<file path="src/rtl/intc_pkg.sv">
// Package: shared register address encoding for the interrupt aggregator.
// Assumes a 2-bit register address on the software port.
package intc_pkg;

    typedef enum logic [1:0] {
        REG_STATUS = 2'd0,
        REG_MASK   = 2'd1,
        REG_EOI    = 2'd2,
        REG_PEND   = 2'd3
    } intc_reg_e;

endpackage

</file>
<file path="src/rtl/intc_src_stage.sv">
// Source capture stage: one flop per source. A level source copies its
// input each edge. A source marked in LATCH_MASK sets a sticky flag that
// only a clear pulse resets, and an active input wins over a clear.
// Assumes src_i is already synchronous to clk.
module intc_src_stage #(
    parameter int                 N_SRC      = 22,
    parameter logic [N_SRC-1:0]   LATCH_MASK = '0
) (
    input  logic             clk,
    input  logic             rst_n,
    input  logic [N_SRC-1:0] src_i,
    input  logic [N_SRC-1:0] eoi_clr_i,
    output logic [N_SRC-1:0] status_o
);

    for (genvar i = 0; i < N_SRC; i++) begin : g_bit
        logic bit_q;
        if (LATCH_MASK[i]) begin : g_sticky
            // sticky end-of-interrupt flag; an active source overrides a clear
            always_ff @(posedge clk) begin
                if (!rst_n) bit_q <= 1'b0;
                else        bit_q <= (bit_q & ~eoi_clr_i[i]) | src_i[i];
            end
        end else begin : g_level
            // plain level sample of the source line
            always_ff @(posedge clk) begin
                if (!rst_n) bit_q <= 1'b0;
                else        bit_q <= src_i[i];
            end
        end
        assign status_o[i] = bit_q;
    end

endmodule

</file>
<file path="src/rtl/intc_regport.sv">
// Software register port: holds the mask register, decodes clear writes
// into a one-cycle pulse and muxes read data. Reads are combinational.
// Assumes a single write per cycle; writes to read-only addresses are dropped.
module intc_regport
    import intc_pkg::*;
#(
    parameter int N_SRC = 22
) (
    input  logic             clk,
    input  logic             rst_n,
    input  logic             wr_en_i,
    input  logic [1:0]       addr_i,
    input  logic [N_SRC-1:0] wdata_i,
    input  logic [N_SRC-1:0] status_i,
    output logic [N_SRC-1:0] mask_o,
    output logic [N_SRC-1:0] eoi_clr_o,
    output logic [N_SRC-1:0] rdata_o
);

    logic [N_SRC-1:0] mask_q;
    intc_reg_e        sel;

    assign sel = intc_reg_e'(addr_i);

    // mask register: cleared at reset, loaded by a write to REG_MASK
    always_ff @(posedge clk) begin
        if (!rst_n)                          mask_q <= '0;
        else if (wr_en_i && sel == REG_MASK) mask_q <= wdata_i;
    end

    // clear pulse: write data passed through only during a REG_EOI write
    always_comb begin
        eoi_clr_o = (wr_en_i && sel == REG_EOI) ? wdata_i : '0;
    end

    // read mux over the four addresses
    always_comb begin
        unique case (sel)
            REG_STATUS: rdata_o = status_i;
            REG_MASK:   rdata_o = mask_q;
            REG_EOI:    rdata_o = '0;
            REG_PEND:   rdata_o = status_i & mask_q;
            default:    rdata_o = '0;
        endcase
    end

    assign mask_o = mask_q;

endmodule

</file>
<file path="src/rtl/intc_req_reduce.sv">
// Request reduction for one group: ANDs status with mask and ORs the
// result into a single registered request line, so the output is glitch-free.
// Assumes status and mask are both registered upstream.
module intc_req_reduce #(
    parameter int W = 5
) (
    input  logic         clk,
    input  logic         rst_n,
    input  logic [W-1:0] status_i,
    input  logic [W-1:0] mask_i,
    output logic         req_o
);

    logic req_q;

    // register the OR of enabled, active sources
    always_ff @(posedge clk) begin
        if (!rst_n) req_q <= 1'b0;
        else        req_q <= |(status_i & mask_i);
    end

    assign req_o = req_q;

endmodule

</file>
<file path="src/rtl/intc_dual_level.sv">
// Top: two-group masked interrupt aggregator. Bits [N_FAST-1:0] form the
// fast group driving fiq_o; bits above form the normal group driving irq_o.
// Assumes synchronous sources and a synchronous active-low reset.
module intc_dual_level #(
    parameter int                           N_FAST     = 5,
    parameter int                           N_NORM     = 17,
    parameter logic [N_FAST+N_NORM-1:0]     LATCH_MASK = 22'h101008
) (
    input  logic                     clk,
    input  logic                     rst_n,
    input  logic [N_FAST+N_NORM-1:0] src_i,
    input  logic                     wr_en_i,
    input  logic [1:0]               addr_i,
    input  logic [N_FAST+N_NORM-1:0] wdata_i,
    output logic [N_FAST+N_NORM-1:0] rdata_o,
    output logic                     fiq_o,
    output logic                     irq_o
);

    localparam int N_SRC = N_FAST + N_NORM;

    logic [N_SRC-1:0] status_q;
    logic [N_SRC-1:0] mask_q;
    logic [N_SRC-1:0] eoi_clr;

    intc_src_stage #(
        .N_SRC      (N_SRC),
        .LATCH_MASK (LATCH_MASK)
    ) u_src (
        .clk       (clk),
        .rst_n     (rst_n),
        .src_i     (src_i),
        .eoi_clr_i (eoi_clr),
        .status_o  (status_q)
    );

    intc_regport #(
        .N_SRC (N_SRC)
    ) u_regs (
        .clk       (clk),
        .rst_n     (rst_n),
        .wr_en_i   (wr_en_i),
        .addr_i    (addr_i),
        .wdata_i   (wdata_i),
        .status_i  (status_q),
        .mask_o    (mask_q),
        .eoi_clr_o (eoi_clr),
        .rdata_o   (rdata_o)
    );

    intc_req_reduce #(
        .W (N_FAST)
    ) u_fast (
        .clk      (clk),
        .rst_n    (rst_n),
        .status_i (status_q[N_FAST-1:0]),
        .mask_i   (mask_q[N_FAST-1:0]),
        .req_o    (fiq_o)
    );

    intc_req_reduce #(
        .W (N_NORM)
    ) u_norm (
        .clk      (clk),
        .rst_n    (rst_n),
        .status_i (status_q[N_SRC-1:N_FAST]),
        .mask_i   (mask_q[N_SRC-1:N_FAST]),
        .req_o    (irq_o)
    );

endmodule

</file>
<file path="config.mk">
export PLATFORM = sky130hd
export DESIGN_NAME = intc_dual_level
export DESIGN_NICKNAME = d
export VERILOG_FILES = /design/src/rtl/intc_pkg.sv /design/src/rtl/intc_src_stage.sv /design/src/rtl/intc_regport.sv /design/src/rtl/intc_req_reduce.sv /design/src/rtl/intc_dual_level.sv
export SDC_FILE = /design/constraint.sdc
export NUM_CORES = 1
export LEC_CHECK = 0
export BUFFER_PORTS_ARGS = -buffer_cell sky130_fd_sc_hd__buf_4
export CAP_MARGIN = 25
export CORE_ASPECT_RATIO = 0.8
export CORE_UTILIZATION = 40
export CTS_BUF_LIST = sky130_fd_sc_hd__clkbuf_4 sky130_fd_sc_hd__clkbuf_8 sky130_fd_sc_hd__clkbuf_16
export CTS_CLUSTER_DIAMETER = 60
export CTS_CLUSTER_SIZE = 25
export DETAILED_ROUTE_END_ITERATION = 8
export MAX_ROUTING_LAYER = met4
export PLACE_DENSITY_LB_ADDON = 0.1
export SYNTH_ARGS = -nofsm -noshare
export SYNTH_HDL_FRONTEND = slang
export SYNTH_SLANG_ARGS = --single-unit
</file>
<file path="constraint.sdc">
create_clock -name clk -period 3.15 [get_ports clk]
set_clock_uncertainty 0.05 [all_clocks]
set_input_delay 0.315 -clock clk [delete_from_list [all_inputs] [get_ports clk]]
set_output_delay 0.315 -clock clk [all_outputs]
set_load 0.02 [all_outputs]
</file>
# Word-level counts from Yosys, hierarchy flattened
# Index checks and enable logic that the tools add are counted.
# classes
addsub	0
n_mul	0
div	0
n_lt_le_gt_ge	0
n_eq_ne	3
n_shift	0
n_mux	2
bitwise_logic	12
reduce_logical	5
# ops
operator	count
22-bit one-hot mux with 4 select lines	1
22-bit bitwise AND	1
21-bit two-way mux	1
17-bit bitwise AND	1
17-bit OR reduction	1
5-bit bitwise AND	1
5-bit OR reduction	1
2-bit equality test (second input constant)	2
1-bit bitwise AND	3
1-bit inverter	3
1-bit bitwise OR	3
2-bit by 1-bit equality test with 1-bit output (second input constant)	1
1-bit logical AND	2
2-bit zero test	1
# word_totals
regBits	46
latch_bits	0
mem_bits_rw	0
romBits	0
elab_cells	47
mem_count	0

# Depth between registers and ports, before layout
# depth
word_depth	6
ltp_mapped	5
mapped_depth_nobuf	4

# Hierarchy
# Synthesis repeated with hierarchy kept, for this count alone.
# unflattened
hier_cells	261
hier_area_um2	2381.0
# modules_own_cells
module	instances	cells_each	area_each_um2	seq_area_each_um2
intc_regport	1	174	1445.1	440.4
intc_src_stage	1	71	780.7	440.4
intc_req_reduce at u_norm	1	12	110.1	20.0
intc_req_reduce at u_fast	1	4	45.0	20.0

# Worst setup path before layout
# Ideal clock, no wire load.
# synth_timing
kind	input to output
from	in addr_i[0]
to	out rdata_o[0]
t_arrival_ns	1.053
required_time_ns	2.785
setup_slack_ns	1.732
stages	4
path_cell_list	buf_4 nor2_1 buf_4 a32o_1
# synth_between
elab_chain_cells	2
# synth_lines
item	line_no	source
start, declared	intc_dual_level.sv:13	input logic [1:0] addr_i,
2-bit equality test, or another cell as far along	intc_regport.sv:38	unique case (sel)
22-bit one-hot mux with 4 select lines (*)	intc_regport.sv:38	
end, declared	intc_dual_level.sv:15	output logic [N_FAST+N_NORM-1:0] rdata_o,
# Every way passes the cells marked *; elsewhere a longest branch is shown, timed or not.

# Worst setup path after layout
# layout_timing
from	in addr_i[1]
to	out rdata_o[5]
# The elaborated chain is that of the path after synthesis.

==> impl_metrics.tcl <==
set metrics [dict create \
    startpoint "addr_i[1]" \
    p_sw_share_pct 23.1 \
    yosys.area_share.simple_pct 24.6 \
    intPower_mw 0.954 \
    grtUsageTotal_pct 20.4 \
    worst_pin_slew_ns 0.652 \
    switching_power_mw 0.287 \
    die_area_um2 5340 \
    drc 0 \
    synth.avg_cell_area_um2 9.26 \
    ir_drop_mv 0.216 \
    post_cts_resized 0 \
    grt_pass1_vias 1550 \
    die_w_um 81.4 \
    final_cell_mix "buf_4 (73), nand2_1 (47), dfxtp_1 (46)" \
    leakage_nw 1.11 \
    max-clock-path-buffers 2 \
    final_common_cell "buf_4" \
    r2r_cells 4 \
    setup_viol 0 \
    tns_ns 0 \
    min_path_type "in -> reg" \
    final_util_pct 56.5 \
    max_freq_ghz 0.482 \
    yosys_warnings 0 \
    num_rows 22 \
    endpoint "rdata_o[5]" \
    port_buffers 72 \
    fin_worst_hold_slack_ns 0.171 \
    cp.arrival_ns 1.71 \
    cts_hold_buf 0 \
    ys_seq_area_share_pct 45.6 \
    grt_pass1_wl_mm 7.78 \
    syn_to_final_growth_pct 31.7 \
    ios 73 \
    wl_per_cell_um 14.5 \
    drive_above_1_share_pct 29.7 \
    numCtsBuffers 5 \
    endpoint_kind "primary output" \
    finalHoldViolations 0 \
    n_antenna_cell 0 \
    first_pass_iters 4 \
    synth_cells 218 \
    pwr-share-comb_pct 13.6 \
    maxCapViolCount 0 \
    synth_nets 267 \
    drtAntennaViolNets 0 \
    drv_slew 0 \
    dp_hpwl_mm 3.39 \
    r2r_setup_slack_ns 1.92 \
    worst_slack_ns 1.08 \
    synthAdderAreaFrac_pct 0 \
    start_util_pct 42.9 \
    syn_area_um2 2020 \
    min_period_over_period_pct 65.8 \
    worstSetupStartpointType "primary input" \
    tritoncts "built" \
    coreArea_um2 4710 \
    grt_overflow 0 \
    clk_pin_slew_ns 0.08 \
    clock_sinks 46 \
    fin_total_pwr_mw 1.24 \
    cts_max_level 2 \
    rsz0062_at_grt "no" \
    placed_area_um2 2540 \
    r2r_start "u_src.g_bit[6].bit_q$_SDFF_PN0_" \
    stdcell_count 343 \
    synthMuxAreaShare_pct 0 \
    synth-xor-area-share_pct 0 \
    grt_max_degree 47 \
    maxSlewHeadroom_pct 56.4 \
    criticalPathCategory "in -> out" \
    pwr_density_cell_nw_per_um2 467 \
    required_ns 2.78 \
    clock_latency_ns 0.29 \
    synth.distinct_cells 24 \
    cp_max_fo 26 \
    ys_seq_elements 46 \
    root_buffer "clkbuf_8" \
    layout.nets 331 \
    synth_top_family_by_area "compound AO/OA/AOI/OAI gates" \
    dp_slack_ns 1.09 \
    synth_compound_area_share_pct 25.0 \
    outcome "complete, no violations" \
    first_iter_violations 127 \
    place_inst 335 \
    vias 1779 \
    timing.final.crit_period_ns 2.07 \
    drt_wl_total_mm 4.99 \
    fin_area_um2 2660 \
    dieHeight_um 65.6 \
    rr_endpoint "u_norm.req_o$_SDFF_PN0_" \
    gp_congestion 0.759 \
    pwr-share-clk_pct 35.7 \
    postCtsSetupBuffers 0 \
    seq_power_share_pct 50.7 \
    detail_route.vias_per_cell 5.19 \
    grt_antenna_before_repair 0 \
]
-- flip-flops by register name, indices dropped and copies added (netlist names) --
signal / count
u_fast.req_o: 1
u_norm.req_o: 1
u_regs.mask_o: 22
u_src.g_bit.bit_q: 22
-- cell type report --
cell class | instances | area (um2)
fillers | 458 | 2050
multi-input cells | 156 | 1000
flip-flops and latches | 46 | 921
repair buffers | 73 | 548
clock buffers | 7 | 83.8
well taps | 60 | 75.1
clock inverters | 1 | 30.0
-- power groups by stage --
stage / sequential [mW] / clock, mW / combinational (mW)
CTS: 0.628 / 0.458 / 0.171
global placement: 0.642 / 0 / 0.170
global route: 0.633 / 0.485 / 0.185
floorplan: 0.637 / 0 / 0.0950
detailed placement: 0.641 / 0 / 0.171
finish: 0.629 / 0.443 / 0.169
-- kinds of logic (layout without fill, tap and decap cells) --
family,Yosys count,after routing
AO/OA/AOI/OAI,59,59
flip-flops,46,46
AND/OR/NAND/NOR,97,97
buffers and inverters,16,81
-- cell usage after synthesis, drive strengths merged --
cell type | number | area, um2
a222oi | 2 | 20.0
a32o | 22 | 220
nand2 | 47 | 176
o21a | 1 | 7.51
dfxtp | 46 | 921
nand3b | 1 | 11.3
a21oi | 3 | 15.0
nor2 | 1 | 3.75
clkbuf | 6 | 22.5
and2 | 19 | 119
a22oi | 6 | 45.0
a21boi | 23 | 173
a221oi | 1 | 15.0
buf | 10 | 75.1
nor2b | 3 | 18.8
and3b | 2 | 18.8
nand3 | 1 | 5.00
a22o | 1 | 8.76
nand4 | 1 | 6.26
nand2b | 22 | 138
-- worst max-delay path, stage by stage --
cell and delay, ns:
buf_4 0.20, nor2_1 0.55, buf_4 0.33, a32o_1 0.17, buf_4 0.14
-- metal layers --
metal  up-vias  global-route usage, %  part of all wire (%)
met4         0                   6.03                  0.56
met1       819                   29.7                    49
li1        894                      -                     -
met5         -                      -                     0
met2        64                   27.3                    44
met3         2                   5.14                   6.9
-- how the worst min path moves through the flow --
stage                                   from                          endpoint  depth (start not counted)
5_1_grt                            src_i[16]  u_src.g_bit[16].bit_q$_SDFF_PN0_                          2
6_report                            src_i[5]   u_src.g_bit[5].bit_q$_SDFF_PN0_                          2
2_1_floorplan                       src_i[0]   u_src.g_bit[0].bit_q$_SDFF_PN0_                          1
4_1_cts                             src_i[5]   u_src.g_bit[5].bit_q$_SDFF_PN0_                          2
3_3_place_gp   u_regs.mask_o[9]$_SDFFE_PN0P_     u_regs.mask_o[9]$_SDFFE_PN0P_                          2
3_5_place_dp   u_regs.mask_o[9]$_SDFFE_PN0P_     u_regs.mask_o[9]$_SDFFE_PN0P_                          2
Note: power is estimated with default switching activity, not from simulation.
